==> config.mk <==
export PLATFORM = sky130hd
export DESIGN_NAME = sdram_init_seq
export DESIGN_NICKNAME = d
export VERILOG_FILES = /design/src/rtl/sdram_init_pkg.sv /design/src/rtl/sdram_init_fsm.sv /design/src/rtl/sdram_cmd_enc.sv /design/src/rtl/sdram_refresh_timer.sv /design/src/rtl/sdram_init_seq.sv
export SDC_FILE = /design/constraint.sdc
export NUM_CORES = 1
export LEC_CHECK = 0
export BUFFER_PORTS_ARGS = -buffer_cell sky130_fd_sc_hd__buf_2
export CORE_MARGIN = 1
export CORE_UTILIZATION = 35
export DETAILED_ROUTE_END_ITERATION = 16
export HOLD_SLACK_MARGIN = 0.15
export PLACE_DENSITY = 0.56
export SYNTH_ARGS = -nofsm -noshare
export SYNTH_HDL_FRONTEND = slang
export SYNTH_SLANG_ARGS = --single-unit
==> constraint.sdc <==
create_clock -name clk -period 2.1 [get_ports clk]
set_input_delay 0.105 -clock clk [delete_from_list [all_inputs] [get_ports clk]]
set_output_delay 0.105 -clock clk [all_outputs]
set_load 0.02 [all_outputs]
==> src/rtl/sdram_init_pkg.sv <==
// Package: shared command and state types for the SDRAM init sequencer.
// Assumes a single-rank SDR device and a fixed eight-refresh power-up burst.
package sdram_init_pkg;

    typedef enum logic [1:0] {
        CMD_NOP,
        CMD_PRE,
        CMD_REF,
        CMD_MRS
    } cmd_e;

    typedef enum logic [3:0] {
        ST_IDLE,
        ST_PAUSE,
        ST_PRE,
        ST_WRP,
        ST_REF,
        ST_WRC,
        ST_MRS,
        ST_WMRD,
        ST_DONE
    } seq_state_e;

    localparam int REF_BURST = 8;
    localparam int MRD_CYC   = 3;

endpackage

==> src/rtl/sdram_init_fsm.sv <==
// Module: sdram_init_fsm
// Walks the power-up order: pause, precharge, eight refreshes, mode load and
// mode recovery, then done. A single down-counter times every wait.
// Assumes t_rp and t_rc stay stable while the sequence runs. A value of 0 is
// treated as 1.
module sdram_init_fsm
    import sdram_init_pkg::*;
#(
    parameter int PAUSE_CYC = 20000,
    parameter int TW        = 4
) (
    input  logic          clk,
    input  logic          rst_n,
    input  logic          start,
    input  logic [TW-1:0] t_rp,
    input  logic [TW-1:0] t_rc,
    output cmd_e          cmd,
    output logic          done
);

    localparam int PW    = $clog2(PAUSE_CYC + 1);
    localparam int CNT_W = (PW > TW) ? PW : TW;
    localparam int RC_W  = $clog2(REF_BURST + 1);

    seq_state_e       state;
    logic [CNT_W-1:0] cnt;
    logic [RC_W-1:0]  nref;

    // Sequence state, wait counter and refresh tally.
    always_ff @(posedge clk) begin
        if (!rst_n) begin
            state <= ST_IDLE;
            cnt   <= '0;
            nref  <= '0;
        end else begin
            case (state)
                ST_IDLE: begin
                    if (start) begin
                        cnt   <= CNT_W'(PAUSE_CYC - 1);
                        state <= ST_PAUSE;
                    end
                end
                ST_PAUSE: begin
                    if (cnt == '0) state <= ST_PRE;
                    else           cnt   <= cnt - CNT_W'(1);
                end
                ST_PRE: begin
                    if (t_rp <= TW'(1)) begin
                        state <= ST_REF;
                    end else begin
                        cnt   <= CNT_W'(t_rp) - CNT_W'(2);
                        state <= ST_WRP;
                    end
                end
                ST_WRP: begin
                    if (cnt == '0) state <= ST_REF;
                    else           cnt   <= cnt - CNT_W'(1);
                end
                ST_REF: begin
                    nref <= nref + RC_W'(1);
                    if (t_rc <= TW'(1)) begin
                        state <= (nref == RC_W'(REF_BURST - 1)) ? ST_MRS : ST_REF;
                    end else begin
                        cnt   <= CNT_W'(t_rc) - CNT_W'(2);
                        state <= ST_WRC;
                    end
                end
                ST_WRC: begin
                    if (cnt == '0)
                        state <= (nref == RC_W'(REF_BURST)) ? ST_MRS : ST_REF;
                    else
                        cnt <= cnt - CNT_W'(1);
                end
                ST_MRS: begin
                    cnt   <= CNT_W'(MRD_CYC - 1);
                    state <= ST_WMRD;
                end
                ST_WMRD: begin
                    if (cnt == '0) state <= ST_DONE;
                    else           cnt   <= cnt - CNT_W'(1);
                end
                ST_DONE: state <= ST_DONE;
                default: state <= ST_IDLE;
            endcase
        end
    end

    // Command to issue in the current cycle, decoded from the state.
    always_comb begin
        case (state)
            ST_PRE:  cmd = CMD_PRE;
            ST_REF:  cmd = CMD_REF;
            ST_MRS:  cmd = CMD_MRS;
            default: cmd = CMD_NOP;
        endcase
    end

    assign done = (state == ST_DONE);

    assert_burst_count_R4: assert property (@(posedge clk) disable iff (!rst_n)
        (state == ST_MRS) |-> (nref == RC_W'(REF_BURST)));

    assert_done_sticky_R6: assert property (@(posedge clk) disable iff (!rst_n)
        done |=> done);

    assert_no_restart_R9: assert property (@(posedge clk) disable iff (!rst_n)
        (state != ST_IDLE) |=> (state != ST_IDLE));

endmodule

==> src/rtl/sdram_cmd_enc.sv <==
// Module: sdram_cmd_enc
// Maps an abstract command onto the active-low command pins and the address.
// Assumes ADDR_W >= 11, so that bit 10 exists for precharge-all.
module sdram_cmd_enc
    import sdram_init_pkg::*;
#(
    parameter int ADDR_W = 13,
    parameter int BA_W   = 2
) (
    input  cmd_e              cmd,
    input  logic [2:0]        cas_lat,
    output logic              cs_n,
    output logic              ras_n,
    output logic              cas_n,
    output logic              we_n,
    output logic [ADDR_W-1:0] addr,
    output logic [BA_W-1:0]   ba
);

    // Pin levels and address word for each command.
    always_comb begin
        addr = '0;
        ba   = '0;
        cs_n = 1'b0;
        case (cmd)
            CMD_PRE: begin
                {ras_n, cas_n, we_n} = 3'b010;
                addr[10] = 1'b1;
            end
            CMD_REF: {ras_n, cas_n, we_n} = 3'b001;
            CMD_MRS: begin
                {ras_n, cas_n, we_n} = 3'b000;
                addr[6:4] = cas_lat;
            end
            default: {ras_n, cas_n, we_n} = 3'b111;
        endcase
    end

endmodule

==> src/rtl/sdram_refresh_timer.sv <==
// Module: sdram_refresh_timer
// Down-counter that, while enabled, raises a refresh request every refi
// cycles. The request is held until it is acknowledged, and an expiry in the
// same cycle as an acknowledge wins. Assumes refi >= 1.
module sdram_refresh_timer #(
    parameter int RW = 16
) (
    input  logic          clk,
    input  logic          rst_n,
    input  logic          en,
    input  logic [RW-1:0] refi,
    input  logic          ack,
    output logic          req
);

    logic [RW-1:0] tmr;

    // Interval countdown and request latch.
    always_ff @(posedge clk) begin
        if (!rst_n) begin
            tmr <= '0;
            req <= 1'b0;
        end else if (!en) begin
            tmr <= refi - RW'(1);
            req <= 1'b0;
        end else if (tmr == '0) begin
            tmr <= refi - RW'(1);
            req <= 1'b1;
        end else begin
            tmr <= tmr - RW'(1);
            if (ack) req <= 1'b0;
        end
    end

    assert_req_held_R8: assert property (@(posedge clk) disable iff (!rst_n)
        (req && !ack) |=> req);

    assert_req_enabled_R7: assert property (@(posedge clk) disable iff (!rst_n)
        $rose(req) |-> $past(en));

endmodule

==> src/rtl/sdram_init_seq.sv <==
// Module: sdram_init_seq (top)
// SDRAM power-up sequencer followed by a periodic refresh requester.
// Assumes the configuration inputs are stable from start until init_done.
// The pause length is CLK_MHZ*PAUSE_US cycles.
module sdram_init_seq
    import sdram_init_pkg::*;
#(
    parameter int CLK_MHZ  = 100,
    parameter int PAUSE_US = 200,
    parameter int ADDR_W   = 13,
    parameter int BA_W     = 2,
    parameter int TW       = 4,
    parameter int RW       = 16
) (
    input  logic              clk,
    input  logic              rst_n,
    input  logic              start,
    input  logic [2:0]        cas_lat,
    input  logic [TW-1:0]     t_rp,
    input  logic [TW-1:0]     t_rc,
    input  logic [RW-1:0]     refi,
    input  logic              refresh_ack,
    output logic              cke,
    output logic              cs_n,
    output logic              ras_n,
    output logic              cas_n,
    output logic              we_n,
    output logic [ADDR_W-1:0] addr,
    output logic [BA_W-1:0]   ba,
    output logic              init_done,
    output logic              refresh_req
);

    localparam int PAUSE_CYC = CLK_MHZ * PAUSE_US;

    cmd_e cmd;

    // Clock enable: low in reset, high from the first cycle after it.
    always_ff @(posedge clk) begin
        if (!rst_n) cke <= 1'b0;
        else        cke <= 1'b1;
    end

    sdram_init_fsm #(
        .PAUSE_CYC (PAUSE_CYC),
        .TW        (TW)
    ) u_fsm (
        .clk   (clk),
        .rst_n (rst_n),
        .start (start),
        .t_rp  (t_rp),
        .t_rc  (t_rc),
        .cmd   (cmd),
        .done  (init_done)
    );

    sdram_cmd_enc #(
        .ADDR_W (ADDR_W),
        .BA_W   (BA_W)
    ) u_enc (
        .cmd     (cmd),
        .cas_lat (cas_lat),
        .cs_n    (cs_n),
        .ras_n   (ras_n),
        .cas_n   (cas_n),
        .we_n    (we_n),
        .addr    (addr),
        .ba      (ba)
    );

    sdram_refresh_timer #(
        .RW (RW)
    ) u_refresh (
        .clk   (clk),
        .rst_n (rst_n),
        .en    (init_done),
        .refi  (refi),
        .ack   (refresh_ack),
        .req   (refresh_req)
    );

    logic pin_pre, pin_mrs;
    assign pin_pre = !cs_n && !ras_n && cas_n && !we_n;
    assign pin_mrs = !cs_n && !ras_n && !cas_n && !we_n;

    assert_pre_a10_R3: assert property (@(posedge clk) disable iff (!rst_n)
        pin_pre |-> addr[10]);

    assert_mrd_gap_R6: assert property (@(posedge clk) disable iff (!rst_n)
        $rose(init_done) |-> $past(pin_mrs, 4));

    assert_no_req_before_done_R1: assert property (@(posedge clk) disable iff (!rst_n)
        !init_done |-> !refresh_req);

endmodule

==> reports/results.ini <==
[sta]
finalHoldViolations=0
rsz0062_at_grt=no
maxClockFrequency_mhz=497
fin_crit_sh=0.958
period_needed_ps=2010
slew_violations=0
setup_tns_ps=0
finClkSkew_ps=5.30
finalSetupViolations=0

[global_route]
grt_overflow_total=0
grt_max_degree=23
grt_pass1_vias=2562
grt_pass1_wl_mm=11.8
grt_antenna_before_repair=0
grtUsageTotal=0.171

[critical_path]
worstSetupStartpointType=flip-flop
cp_data_arrival_time_ps=2200
crit_fanout=4
critPathKind=flip-flop to flip-flop
worst_ep_required_time_ps=2290
crit_chain=inv_1, ha_1, or3b_2, nor3_4, nor2_1, o311a_1, a31o_2
end_kind=flip-flop
max_stage_delay_ps=510
critPathSlowestCell=or3b_2

[logic_synthesis]
synth.area.top_cells=dfxtp_1 29%, xnor2_1 5.2%, nor2_1 4.9%, xor2_1 4.0%, a21oi_1 3.7%
synth_edf_count=0
yosysSeqAreaShare=0.288
synth_cells=354
post_synth_num_cell_types=65
synthesis.area_mm2=0.00285
synth.largest_area_cell=dfxtp_1
avgSynthCellArea_um2=8.05
postSynth.asyncResetShare=0
ys.flop_type=dfxtp_1
ys_warn_count=0
ys_ff_latch=41
synth_top_area_share=0.288

[die]
fp.dieH_um=92.2
start_util=0.365
fp.dieW_um=92.2
num_io_pins=53
die-area_mm2=0.00851
fp-row-count=32
core_area_mm2=0.00781

[pwr]
power_mw=3.07
pwr-share-clk=0.174
pwr-share-comb=0.471
power_density_mw_per_mm2=894
switching_share=0.426
ir_drop_mv=0.385
leakage_nw=1.43
power.internal_mw=1.76
p_switching_mw=1.31
power_frac_seq=0.354

[placement]
dp_hpwl_mm=5.21
gp_congestion=0.861
io_buffers=40
dp_cells=503

[route]
top_layer=met4
totalWireLength_mm=6.90
wl_met3_um=414
dr.pass1.iters=4
wl_met1_mm=3.21
drcViolationCount=0
vias=2703
dr_wl_met2_mm=3.17
avgViaCountPerCell=5.18
drtIter0Drc=116
antenna_left=0
wire_per_inst_um=13.2

[clock_network]
cts_max_level=2
postCtsSetupRepairBufs=0
cts.reportedPaths.clkPinSlew_ps=90
root_buffer=clkbuf_8
clockBufferDepth=2
cts.sinks=41
cts_tree=built
cts-buffers-inserted=5
clk_latency_ps=290

[final_layout]
layout.cells.non_filler=522
antennaDiodeCount=0
area_growth_pct=20.3
nNetsFinal=458
fillers=780
final_cell_mix=40 x dfxtp_1, 40 x buf_2, 36 x nor2_1
drive_gt1_frac=0.231

[run_status]
status=finished, final reports clean

[hold_path]
min_path_type=input port to flip-flop

[flow_run]
cap_violations=0

worst max-delay path: cells and delay by family, from the launching register on:
| kind | cells | cell delay, ps |
|---|---|---|
| adder cells (fa/ha/maj) | 1 | 210 |
| buffers and inverters | 1 | 80 |
| AO/OA/AOI/OAI | 2 | 480 |
| AND/OR/NAND/NOR | 3 | 810 |
| flip-flops | 1 | 340 |
power by group through the flow:
| stage | logic (mW) | clock network (mW) | registers (mW) |
|---|---|---|---|
| after floorplan | 1.02 | 0 | 1.05 |
| final | 1.44 | 0.535 | 1.09 |
| after detailed placement | 1.38 | 0 | 1.10 |
| after CTS | 1.40 | 0.556 | 1.08 |
| after global placement | 1.39 | 0 | 1.11 |
| after global routing | 1.59 | 0.592 | 1.11 |
Yosys cell counts, types with 8 or more instances:
cell / count
a211oi_1: 8
nand2_1: 26
nor3_1: 14
xnor2_1: 17
buf_4: 13
inv_1: 22
dfxtp_1: 41
nand3_1: 8
nor2_1: 37
o31ai_1: 12
xor2_1: 13
ha_1: 8
a21oi_1: 21
o21ai_0: 8
metal layers:
layer | GRT usage | up-vias
li1 | - | 1391
met1 | 0.224 | 1218
met2 | 0.288 | 86
met3 | 0.0282 | 8
met4 | 0.0443 | 0
met5 | 0 | -
cell type report:
type / instances / area (um2) / area share
timing repair buffer: 74 / 483 / 0.141
inverter: 22 / 82.6 / 0.0241
clock buffer: 5 / 68.8 / 0.0201
multi-input combinational: 275 / 1820 / 0.532
tap: 102 / 128 / 0.0372
sequential: 41 / 822 / 0.240
clock inverter: 3 / 21.3 / 0.00620
flip-flops by register name, indices dropped and copies added (netlist names):
signal	cells
u_fsm.cnt	15
u_fsm.nref	4
cke	1
u_refresh.req	1
u_refresh.tmr	16
u_fsm.state	4
path summary, 6_finish.rpt:
path                                   start          endpoint  slack, ps  cells after the start
worst max-delay path            u_fsm.cnt[0]     u_fsm.cnt[10]         90                      7
worst min-delay path                 refi[4]  u_refresh.tmr[4]        160                      3
worst max register to register  u_fsm.cnt[0]     u_fsm.cnt[10]         90                      7
worst min register to register  u_fsm.cnt[6]      u_fsm.cnt[6]        490                      2
logic make-up (layout without fill, tap and decap cells):
group / Yosys count / after routing / share of synthesized area
AOI/OAI and AO/OA: 89 / 89 / 0.227
xor gates and xnor gates: 30 / 30 / 0.0922
adders and majority gates: 8 / 8 / 0.0351
buffers and inverters: 49 / 104 / 0.0909
DFF: 41 / 41 / 0.288
muxes: 2 / 2 / 0.00746
other: 1 / 12 / 0.00132
and+or+nand+nor: 134 / 134 / 0.258
what timing repair did:
item	in CTS	in global routing
hold buffers	11	0
gates resized for setup	0	4
hold endpoints to repair	11	0
setup endpoints to repair	0	9
through the flow:
step,util,worst slack [ps],area (um2),hold slack [ps]
3_3_place_gp,0.412,159,3220,354
6_report,0.439,89.0,3430,161
5_1_grt,0.439,17.2,3430,154
2_1_floorplan,-,50.7,2890,133
3_5_place_dp,0.412,107,3220,366
4_1_cts,0.438,92.0,3420,150
Note: power is estimated with default switching activity, not from simulation.
